File: config.mk
export PLATFORM = sky130hd
export DESIGN_NAME = clu_cfg_regs
export DESIGN_NICKNAME = d
export VERILOG_FILES = /design/src/rtl/clu_cfg_pkg.sv /design/src/rtl/clu_cfg_decode.sv /design/src/rtl/clu_cfg_global.sv /design/src/rtl/clu_cfg_proc.sv /design/src/rtl/clu_cfg_regs.sv
export SDC_FILE = /design/constraint.sdc
export NUM_CORES = 1
export LEC_CHECK = 0
export ABC_AREA = 1
export BUFFER_PORTS_ARGS = -buffer_cell sky130_fd_sc_hd__buf_4
export CAP_MARGIN = 20
export CORE_ASPECT_RATIO = 0.8
export CORE_MARGIN = 2
export CORE_UTILIZATION = 50
export DETAILED_ROUTE_END_ITERATION = 8
export PLACE_DENSITY = 0.88
export SLEW_MARGIN = 20
export SYNTH_ARGS = -nofsm -noshare
export SYNTH_HDL_FRONTEND = slang
export SYNTH_SLANG_ARGS = --single-unit
File: constraint.sdc
create_clock -name clk -period 2.4 [get_ports clk]
set_input_delay 0.24 -clock clk [delete_from_list [all_inputs] [get_ports clk]]
set_output_delay 0.24 -clock clk [all_outputs]
set_load 0.02 [all_outputs]
File: src/rtl/clu_cfg_pkg.sv
package clu_cfg_pkg;

    typedef enum logic [1:0] {
        WIN_NONE,
        WIN_GLOBAL,
        WIN_SELF,
        WIN_PEER
    } win_e;

    typedef enum logic [3:0] {
        RG_NONE,
        RG_GCFG,
        RG_SELFBASE,
        RG_REV,
        RG_INTC,
        RG_PWR,
        RG_INTC_ST,
        RG_PWR_ST,
        RG_CACHE,
        RG_PCFG,
        RG_PEER,
        RG_RBASE
    } reg_e;

    typedef struct packed {
        win_e win;
        reg_e sel;
    } dec_t;

    localparam int          DATA_W       = 32;
    localparam int          PEER_W       = 4;
    localparam int          OFS_W        = 12;
    localparam logic [31:0] WIN_ADDR_MSK = 32'hFFFF_8000;
    localparam logic [31:0] WIN_EN_MSK   = 32'h0000_0001;
    localparam logic [31:0] RBASE_MSK    = 32'hFFFF_F000;
    localparam logic [31:0] RBASE_RST    = 32'hBFC0_0000;
    localparam logic [31:0] CACHE_BYPASS = 32'h0010_0000;

    // window codes in the address bits above the offset
    localparam int WCODE_GLOBAL = 0;
    localparam int WCODE_SELF   = 2;
    localparam int WCODE_PEER   = 4;

    // offsets inside the global window
    localparam logic [OFS_W-1:0] OFS_GCFG     = 12'h000;
    localparam logic [OFS_W-1:0] OFS_SELFBASE = 12'h008;
    localparam logic [OFS_W-1:0] OFS_REV      = 12'h010;
    localparam logic [OFS_W-1:0] OFS_INTC     = 12'h018;
    localparam logic [OFS_W-1:0] OFS_PWR      = 12'h020;
    localparam logic [OFS_W-1:0] OFS_INTC_ST  = 12'h028;
    localparam logic [OFS_W-1:0] OFS_PWR_ST   = 12'h030;
    localparam logic [OFS_W-1:0] OFS_CACHE    = 12'h038;

    // offsets inside either processor window
    localparam logic [OFS_W-1:0] OFS_PCFG  = 12'h000;
    localparam logic [OFS_W-1:0] OFS_PEER  = 12'h008;
    localparam logic [OFS_W-1:0] OFS_RBASE = 12'h010;

    function automatic logic [31:0] mask_region(input logic [31:0] d);
        return d & (WIN_ADDR_MSK | WIN_EN_MSK);
    endfunction

    function automatic logic [31:0] mask_rbase(input logic [31:0] d);
        return d & RBASE_MSK;
    endfunction

endpackage

File: src/rtl/clu_cfg_decode.sv
module clu_cfg_decode
    import clu_cfg_pkg::*;
#(
    parameter int ADDR_W = 16
) (
    input  logic [ADDR_W-1:0] addr_i,
    output dec_t              dec_o
);
    localparam int WC_W = ADDR_W - OFS_W;

    logic [WC_W-1:0]  wcode;
    logic [OFS_W-1:0] ofs;

    assign wcode = addr_i[ADDR_W-1:OFS_W];
    assign ofs   = addr_i[OFS_W-1:0];

    always_comb begin
        dec_o.win = WIN_NONE;
        dec_o.sel = RG_NONE;
        if (wcode == WC_W'(WCODE_GLOBAL)) begin
            dec_o.win = WIN_GLOBAL;
            unique case (ofs)
                OFS_GCFG:     dec_o.sel = RG_GCFG;
                OFS_SELFBASE: dec_o.sel = RG_SELFBASE;
                OFS_REV:      dec_o.sel = RG_REV;
                OFS_INTC:     dec_o.sel = RG_INTC;
                OFS_PWR:      dec_o.sel = RG_PWR;
                OFS_INTC_ST:  dec_o.sel = RG_INTC_ST;
                OFS_PWR_ST:   dec_o.sel = RG_PWR_ST;
                OFS_CACHE:    dec_o.sel = RG_CACHE;
                default:      dec_o.sel = RG_NONE;
            endcase
        end else if (wcode == WC_W'(WCODE_SELF) || wcode == WC_W'(WCODE_PEER)) begin
            dec_o.win = (wcode == WC_W'(WCODE_SELF)) ? WIN_SELF : WIN_PEER;
            unique case (ofs)
                OFS_PCFG:  dec_o.sel = RG_PCFG;
                OFS_PEER:  dec_o.sel = RG_PEER;
                OFS_RBASE: dec_o.sel = RG_RBASE;
                default:   dec_o.sel = RG_NONE;
            endcase
        end
    end

endmodule

File: src/rtl/clu_cfg_global.sv
module clu_cfg_global
    import clu_cfg_pkg::*;
#(
    parameter logic [31:0] BASE_RST = 32'h1FBF_8000
) (
    input  logic        clk,
    input  logic        rst,
    input  logic        wr_i,
    input  reg_e        sel_i,
    input  logic [31:0] wdata_i,
    input  logic        intc_present_i,
    input  logic        pwr_present_i,
    output logic [31:0] self_base_o,
    output logic [31:0] intc_reg_o,
    output logic [31:0] pwr_reg_o
);
    logic wr_self, wr_intc, wr_pwr;

    assign wr_self = wr_i && (sel_i == RG_SELFBASE);
    assign wr_intc = wr_i && (sel_i == RG_INTC) && intc_present_i;
    assign wr_pwr  = wr_i && (sel_i == RG_PWR) && pwr_present_i;

    always_ff @(posedge clk) begin
        if (rst) begin
            self_base_o <= BASE_RST & WIN_ADDR_MSK;
            intc_reg_o  <= '0;
            pwr_reg_o   <= '0;
        end else begin
            if (wr_self) self_base_o <= wdata_i & WIN_ADDR_MSK;
            if (wr_intc) intc_reg_o  <= mask_region(wdata_i);
            if (wr_pwr)  pwr_reg_o   <= mask_region(wdata_i);
        end
    end

    assert_intc_absent_hold_R7: assert property (@(posedge clk) disable iff (rst)
        (wr_i && sel_i == RG_INTC && !intc_present_i) |=> $stable(intc_reg_o));
    assert_pwr_absent_hold_R7: assert property (@(posedge clk) disable iff (rst)
        (wr_i && sel_i == RG_PWR && !pwr_present_i) |=> $stable(pwr_reg_o));
    assert_self_base_mask_R9: assert property (@(posedge clk) disable iff (rst)
        self_base_o[14:0] == 15'd0);

endmodule

File: src/rtl/clu_cfg_proc.sv
module clu_cfg_proc
    import clu_cfg_pkg::*;
#(
    parameter int NPROC = 4
) (
    input  logic              clk,
    input  logic              rst,
    input  logic              wr_rbase_i,
    input  logic              wr_peer_i,
    input  logic [31:0]       wdata_i,
    output logic [31:0]       rbase_o,
    output logic [PEER_W-1:0] peer_o
);
    localparam logic [PEER_W-1:0] NPROC_L = PEER_W'(NPROC);

    logic [PEER_W-1:0] peer_req;
    logic              peer_ok;

    assign peer_req = wdata_i[PEER_W-1:0];
    assign peer_ok  = peer_req < NPROC_L;

    always_ff @(posedge clk) begin
        if (rst) begin
            rbase_o <= mask_rbase(RBASE_RST);
            peer_o  <= '0;
        end else begin
            if (wr_rbase_i)            rbase_o <= mask_rbase(wdata_i);
            if (wr_peer_i && peer_ok)  peer_o  <= peer_req;
        end
    end

    assert_peer_in_range_R4: assert property (@(posedge clk) disable iff (rst)
        peer_o < NPROC_L);
    assert_peer_reject_R4: assert property (@(posedge clk) disable iff (rst)
        (wr_peer_i && wdata_i[PEER_W-1:0] >= NPROC_L) |=> $stable(peer_o));
    assert_rbase_low_clear_R6: assert property (@(posedge clk) disable iff (rst)
        rbase_o[11:0] == 12'd0);

endmodule

File: src/rtl/clu_cfg_regs.sv
module clu_cfg_regs
    import clu_cfg_pkg::*;
#(
    parameter int          NPROC    = 4,
    parameter int          ADDR_W   = 16,
    parameter logic [31:0] REV      = 32'h0000_0800,
    parameter logic [31:0] BASE_RST = 32'h1FBF_8000,
    localparam int         IDX_W    = (NPROC > 1) ? $clog2(NPROC) : 1
) (
    input  logic                clk,
    input  logic                rst,
    input  logic                bus_wr_i,
    input  logic                bus_rd_i,
    input  logic [ADDR_W-1:0]   bus_addr_i,
    input  logic [31:0]         bus_wdata_i,
    input  logic [IDX_W-1:0]    bus_cpu_i,
    input  logic                intc_present_i,
    input  logic                pwr_present_i,
    output logic [31:0]         rd_data_o,
    output logic                rd_valid_o,
    output logic [NPROC*32-1:0] rst_vec_o,
    output logic [31:0]         cfg_base_o,
    output logic [31:0]         cpu_base_o,
    output logic [31:0]         intc_base_o,
    output logic                intc_en_o,
    output logic [31:0]         pwr_base_o,
    output logic                pwr_en_o
);
    localparam logic [31:0] PCFG_VAL = 32'(NPROC - 1);

    dec_t              dec;
    logic [31:0]       self_base, intc_reg, pwr_reg;
    logic [31:0]       rbase_a [NPROC];
    logic [PEER_W-1:0] peer_a  [NPROC];
    logic [IDX_W-1:0]  tgt;
    logic              proc_win;
    logic [31:0]       rd_word;

    clu_cfg_decode #(.ADDR_W(ADDR_W)) u_dec (
        .addr_i (bus_addr_i),
        .dec_o  (dec)
    );

    clu_cfg_global #(.BASE_RST(BASE_RST)) u_glb (
        .clk            (clk),
        .rst            (rst),
        .wr_i           (bus_wr_i && dec.win == WIN_GLOBAL),
        .sel_i          (dec.sel),
        .wdata_i        (bus_wdata_i),
        .intc_present_i (intc_present_i),
        .pwr_present_i  (pwr_present_i),
        .self_base_o    (self_base),
        .intc_reg_o     (intc_reg),
        .pwr_reg_o      (pwr_reg)
    );

    // target set: own set in the self window, pointed-to set in the peer window
    assign proc_win = (dec.win == WIN_SELF) || (dec.win == WIN_PEER);
    assign tgt      = (dec.win == WIN_PEER) ? peer_a[bus_cpu_i][IDX_W-1:0] : bus_cpu_i;

    for (genvar i = 0; i < NPROC; i++) begin : g_proc
        logic hit;
        assign hit = bus_wr_i && proc_win && (tgt == IDX_W'(i));

        clu_cfg_proc #(.NPROC(NPROC)) u_proc (
            .clk        (clk),
            .rst        (rst),
            .wr_rbase_i (hit && dec.sel == RG_RBASE),
            .wr_peer_i  (hit && dec.sel == RG_PEER),
            .wdata_i    (bus_wdata_i),
            .rbase_o    (rbase_a[i]),
            .peer_o     (peer_a[i])
        );

        assign rst_vec_o[i*32 +: 32] = rbase_a[i];
    end

    always_comb begin
        rd_word = '0;
        unique case (dec.sel)
            RG_GCFG:     rd_word = '0;
            RG_SELFBASE: rd_word = self_base;
            RG_REV:      rd_word = REV;
            RG_INTC:     rd_word = intc_reg;
            RG_PWR:      rd_word = pwr_reg;
            RG_INTC_ST:  rd_word = {31'd0, intc_present_i};
            RG_PWR_ST:   rd_word = {31'd0, pwr_present_i};
            RG_CACHE:    rd_word = CACHE_BYPASS;
            RG_PCFG:     rd_word = PCFG_VAL;
            RG_PEER:     rd_word = {{(32-PEER_W){1'b0}}, peer_a[tgt]};
            RG_RBASE:    rd_word = rbase_a[tgt];
            default:     rd_word = '0;
        endcase
    end

    always_ff @(posedge clk) begin
        if (rst) begin
            rd_data_o  <= '0;
            rd_valid_o <= 1'b0;
        end else begin
            rd_valid_o <= bus_rd_i;
            if (bus_rd_i) rd_data_o <= rd_word;
        end
    end

    assign cfg_base_o  = self_base;
    assign cpu_base_o  = self_base >> 4;
    assign intc_base_o = intc_reg & WIN_ADDR_MSK;
    assign intc_en_o   = intc_reg[0];
    assign pwr_base_o  = pwr_reg & WIN_ADDR_MSK;
    assign pwr_en_o    = pwr_reg[0];

    assert_read_valid_R2: assert property (@(posedge clk) disable iff (rst)
        bus_rd_i |=> rd_valid_o);
    assert_no_spurious_valid_R2: assert property (@(posedge clk) disable iff (rst)
        !bus_rd_i |=> !rd_valid_o);
    assert_requester_range_R5: assert property (@(posedge clk) disable iff (rst)
        (bus_rd_i || bus_wr_i) |-> (32'(bus_cpu_i) < NPROC));
    assert_single_strobe_R5: assert property (@(posedge clk) disable iff (rst)
        !(bus_rd_i && bus_wr_i));

endmodule

# Yosys cells after proc, flatten, opt, wreduce, memory -nomap -nowiden
# Index checks and enable logic that the tools add are counted.
[totals]
regBits = 182
input_bits = 56
out_inout_bits = 291
elab_cells = 87
[op_classes]
magnitude_cmp = 3
n_eq_ne = 25
mux = 16
bitwise = 2
n_reduce_logical = 28
[op_table]
columns = ["operator", "count"]
rows = [
  ["$pmux W32 S10", 1],
  ["$bmux W32 S2", 1],
  ["$mux W32", 2],
  ["$eq A12 B6 Y1 const B", 4],
  ["$pmux W4 S8", 1],
  ["$eq A12 B5 Y1 const B", 2],
  ["$logic_and A1 B1 Y1", 23],
  ["$eq A4 B3 Y1 const B", 5],
  ["$bmux W4 S2", 2],
  ["$eq A4 B4 Y1 const B", 4],
  ["$eq A12 B4 Y1 const B", 1],
  ["$eq A4 B2 Y1 const B", 3],
  ["$logic_not A12 Y1", 1],
  ["$mux W6", 2],
  ["$pmux W4 S3", 1],
  ["$eq A2 B2 Y1 const B", 4],
  ["$mux W4", 2],
  ["$ge A3 B3 Y1 const B", 2],
  ["$mux W2", 3],
  ["$not A2 Y3", 2],
  ["$eq A2 B1 Y1 const B", 2],
  ["$logic_not A4 Y1", 1],
  ["$lt A4 B3 Y1 const B", 1],
  ["$logic_not A2 Y1", 1],
  ["other kinds (2)", 3],
]

# Depth between registers and ports, before layout
[depth]
word_depth = 11
depth_mapped = 17
mapped_depth_nobuf = 16

# Modules after synthesis
# From an unflattened synthesis, not the netlist that was laid out.
[unflattened]
cells_unflattened = 1704
area_unflattened_um2 = 10890.4
[by_module_without_submodules]
columns = ["mod", "n_inst", "cells_each", "area_per_inst_um2", "seq_area_each_um2"]
rows = [
  ["clu_cfg_regs", 1, 779, 4175.3, 660.6],
  ["clu_cfg_proc", 4, 121, 954.7, 480.5],
  ["clu_cfg_global", 1, 384, 2617.5, 1061.0],
  ["clu_cfg_decode", 1, 57, 279.0, 0.0],
]

# Least setup slack after synthesis
# Ideal clock, no wire load.
[synth_path]
kind = "input -> register"
start = "input port bus_addr_i[11]"
end = "register rd_data_o[25]"
setup_ns = 0.119
arrival_ns = 1.780
required_ns = 2.281
setup_slack_ns = 0.501
stages = 14
n_path_buf = 2
path_cell_list = "nor2_1 > nand2_1 > inv_2 > buf_6 > nand3_2 > nand2_1 > nor2_2 > nor2_8 > nor2_1 > a21oi_4 > and2_2 > buf_4 > o21ai_0 > nand2_1"
[synth_via]
elab_chain_len = 6
elab_cells_between_ends = 23
classes_between = "17 x eq/ne; 5 x mux; 1 x reduce/logical"
[synth_lines]
columns = ["element", "line", "rtl"]
rows = [
  ["start: declaration", "clu_cfg_regs.sv:14", "input logic [ADDR_W-1:0] bus_addr_i,"],
  ["$eq A12 B5 Y1 (tied with other cells)", "clu_cfg_decode.sv:22, clu_cfg_decode.sv:35", ""],
  ["$pmux W4 S3", "clu_cfg_decode.sv:35", "unique case (ofs)"],
  ["$mux W6", "clu_cfg_decode.sv:33", "end else if (wcode == WC_W'(WCODE_SELF) || wcode == WC_W'(WCODE_PEER)) begin"],
  ["$mux W6 *", "clu_cfg_decode.sv:20", "if (wcode == WC_W'(WCODE_GLOBAL)) begin"],
  ["$eq A4 B4 Y1 (tied with other cells)", "clu_cfg_regs.sv:80", "unique case (dec.sel)"],
  ["$pmux W32 S10 *", "clu_cfg_regs.sv:80", ""],
  ["end signal: assignment", "clu_cfg_regs.sv:102", "if (bus_rd_i) rd_data_o <= rd_word;"],
  ["end: declaration", "clu_cfg_regs.sv:19", "output logic [31:0] rd_data_o,"],
]
# Every way passes the cells marked *; elsewhere a longest branch is shown, timed or not.
# A chain may end at the register's enable or synchronous reset.

# Worst setup path in the final report
[layout_path]
start = "register g_proc[2].u_proc.peer_o[1]"
end = "register rd_data_o[25]"
[layout_via]
elab_chain_len = 9
[layout_lines]
columns = ["element", "line", "rtl"]
rows = [
  ["start: declaration", "clu_cfg_proc.sv:12", "output logic [PEER_W-1:0] peer_o"],
  ["start signal: assignment", "clu_cfg_proc.sv:28", "if (wr_peer_i && peer_ok) peer_o <= peer_req;"],
  ["$bmux W4 S2", "clu_cfg_regs.sv:59", "assign tgt = (dec.win == WIN_PEER) ? peer_a[bus_cpu_i][IDX_W-1:0] : bus_cpu_i;"],
  ["$mux W2 (not written as such) (2 in a row)", "clu_cfg_regs.sv:59", ""],
  ["$mux W2", "clu_cfg_regs.sv:59", ""],
  ["$not A2 Y3 (not written as such)", "clu_cfg_regs.sv:91", "RG_RBASE: rd_word = rbase_a[tgt];"],
  ["$bmux W32 S2", "clu_cfg_regs.sv:91", ""],
  ["$mux W32 (not written as such) (2 in a row)", "clu_cfg_regs.sv:91", ""],
  ["$pmux W32 S10", "clu_cfg_regs.sv:80", ""],
]
# No other way between the ends. The select of a mux whose other input is x is not followed.

==> flow_summary.json <==
{
  "wl_per_cell_um": 16.7,
  "reg2regPathDepth": 12,
  "p_switching_mw": 1.64,
  "tns_ns": 0,
  "setup_viol": 0,
  "die_h_um": 124,
  "seqPwrFrac": 0.474,
  "first_pass_iters": 6,
  "rsz0062_at_grt": "no",
  "antenna_found_initial": 0,
  "start_util": 0.514,
  "finalCritPeriodShare": 0.935,
  "wirelength_um": 28300,
  "crit_path_max_fanout": 13,
  "clkSlewWorstSetupHoldPaths_ns": 0.07,
  "max_freq_mhz": 446,
  "grt_max_degree": 107,
  "ys_seq_area_frac": 0.391,
  "ys_ff_latch": 175,
  "yosys.area.top_type": "dfxtp_1",
  "r2r-end": "rd_data_o[25]",
  "portBuffers": 223,
  "start_kind": "flop",
  "total_leakage_power_nw": 5.62,
  "post-dp-hpwl_um": 21000,
  "switching_share": 0.269,
  "final_cell_mix": "nand2_1 (301), buf_4 (254), dfxtp_1 (175), inv_1 (124), nor2_1 (119)",
  "ys_top_cells_by_area": "dfxtp_1 (39%), nand2_1 (13%), buf_4 (12%)",
  "grtUsageTotal": 0.284,
  "worstPathRequired_ns": 2.72,
  "drt_iter0_markers": 992,
  "r2r-start": "g_proc[2].u_proc.peer_o[1]",
  "first_global_vias": 7586,
  "worstHoldPathType": "in -> reg",
  "layout_commonest_cell": "nand2_1",
  "hold_start": "bus_wdata_i[1]",
  "die_w_um": 154,
  "min_path_cells": 2,
  "preCtsSetupSlack_ns": 0.0170,
  "crit_path_top_delay_cell": "dfxtp_1",
  "tightestPinTransition_ns": 0.623,
  "clock-root-buffer": "clkbuf_16",
  "area_delta_synth_final_pct": 22.7,
  "period_needed_ns": 2.24,
  "vdd.ir_drop.worst_mv": 0.554,
  "coreArea_um2": 17400,
  "nNetsFinal": 1515,
  "crit_type": "reg -> reg",
  "drc": 0,
  "clockBufferDepth": 2,
  "internal-power_mw": 4.48,
  "die_area_um2": 19000,
  "cts_resized": 0,
  "end_kind": "flop",
  "vias": 8898,
  "p_comb_frac": 0.090,
  "numCtsBuffers": 17,
  "arrival_ns": 2.57,
  "clock_latency_ns": 0.44,
  "hold_path_end": "g_proc[3].u_proc.peer_o[1]",
  "row_count": 43,
  "drive_gt1_frac": 0.228,
  "fin_ws_ns": 0.157,
  "n_antenna_cell": 0,
  "netlist_area_um2": 8970,
  "gr-total-overflow": 0,
  "clock_skew_ns": 0.00792,
  "h-tree-depth": 4,
  "syn_area_per_cell_um2": 7.17,
  "cts_tree": "yes",
  "synthCells": 1251,
  "grt_pass1_wl_um": 41800,
  "clkPwrFrac": 0.435,
  "io_pins": 347,
  "max-slew-margin-rel": 0.585,
  "ant_nets": 0,
  "final_max_slew_viol_count": 0,
  "ys_types": 37,
  "max_cap_viol_count": 0,
  "place_congestion": 0.941,
  "viasPerCell": 5.24,
  "cts_num_sinks": 175,
  "r2r_slack_ns": 0.16,
  "status": "complete, no violations",
  "ys_warn_count": 0,
  "cpMostUsedCell": "o21ai_0",
  "hold_viol": 0,
  "cpPeakStageDelay_ns": 0.33,
  "power.density_nw_per_um2": 557,
  "cp_cell_sequence": "o21ai_0 > nand3_1 > nand2_1 > buf_4 > nor2_4 > buf_12 > nand2_1 > o21ai_0 > nor2_1 > o21ai_0 > o21ai_0 > nand2_1",
  "yosysTopAreaCellShare": 0.391
}
synthesized netlist by cell type, drive strengths merged:
library cell / count
a211oi: 26
a21oi: 70
a22oi: 6
and2: 1
buf: 170
clkbuf: 18
clkinv: 2
conb: 1
dfxtp: 175
inv: 134
nand2: 310
nand3: 48
nand4: 15
nor2: 128
nor3: 3
o2111ai: 1
o211ai: 36
o21a: 8
o21ai: 89
o221ai: 2
o22ai: 8
how the worst max path moves through the flow:
stage	cells after the start	to	startpoint	slack [ns]
3_5_place_dp	15	g_proc[2].u_proc.rbase_o[27]	bus_addr_i[11]	0.02
6_report	12	rd_data_o[25]	g_proc[2].u_proc.peer_o[1]	0.16
3_3_place_gp	15	g_proc[2].u_proc.rbase_o[26]	bus_addr_i[11]	0.13
4_1_cts	12	rd_data_o[31]	g_proc[2].u_proc.peer_o[1]	0.22
2_1_floorplan	14	rd_data_o[25]	bus_addr_i[11]	0.50
5_1_grt	12	rd_data_o[31]	g_proc[2].u_proc.peer_o[1]	0.01
critical path, delay by kind of cell, from the launching register on:
kind                   cells  cell delay (ns)
and+or+nand+nor            6             0.75
AOI/OAI and AO/OA          4             0.71
DFF                        1             0.33
buffers and inverters      2             0.31
power by group through the flow:
stage          combinational (mW)  clock, mW  sequential (mW)
2_1_floorplan               0.480          0             2.97
3_3_place_gp                0.528          0             2.97
3_5_place_dp                0.532          0             2.97
4_1_cts                     0.537       2.67             2.91
5_1_grt                     0.593       2.78             2.90
6_report                    0.552       2.67             2.91
layer usage:
metal,share of wire,GRT usage,wire length (um),vias to the layer above
li1,-,-,-,4200
met5,0,0,0,-
met3,0.11,0.0800,3190,67
met1,0.42,0.392,12000,4062
met4,0.026,0.103,736,0
met2,0.44,0.426,12400,569
what timing repair did:
item                                   CTS  global route
hold buffers                             1             0
setup endpoints to repair                0             0
endpoints found under the hold margin    1             0
buffers inserted                         0             0
stage by stage:
step	cells	utilization	total power [mW]	cell area, um2	hold slack [ns]
6_report	1697	0.631	6.12	11000	0.0433
5_1_grt	1697	0.631	6.28	11000	0.0441
4_1_cts	1697	0.631	6.11	11000	0.0322
3_5_place_dp	1664	0.598	3.50	10400	0.434
3_3_place_gp	1664	0.598	3.50	10400	0.433
2_1_floorplan	1365	-	3.45	9400	0.364
cell families after synthesis:
logic type | synth area share
buffers and inverters | 0.203
other | 0.000418
DFF | 0.391
AOI/OAI and AO/OA | 0.165
and+or+nand+nor | 0.240
final cells by class:
class                           count  area [um2]
Clock buffer                       18         429
Fill cell                        1492        6430
Tap cell                          225         282
Sequential cell                   175        3500
Multi-Input combinational cell    866        4070
Inverter                          136         510
Timing Repair Buffer              263        2080
Clock inverter                     14         134
state kept, by name, indices dropped and copies added, names as in the netlist:
register               cells
rd_data_o                 25
rd_valid_o                 1
u_glb.intc_reg_o          18
g_proc.u_proc.rbase_o     80
u_glb.pwr_reg_o           18
u_glb.self_base_o         17
g_proc.u_proc.peer_o      16
Note: power is estimated with default switching activity, not from simulation.
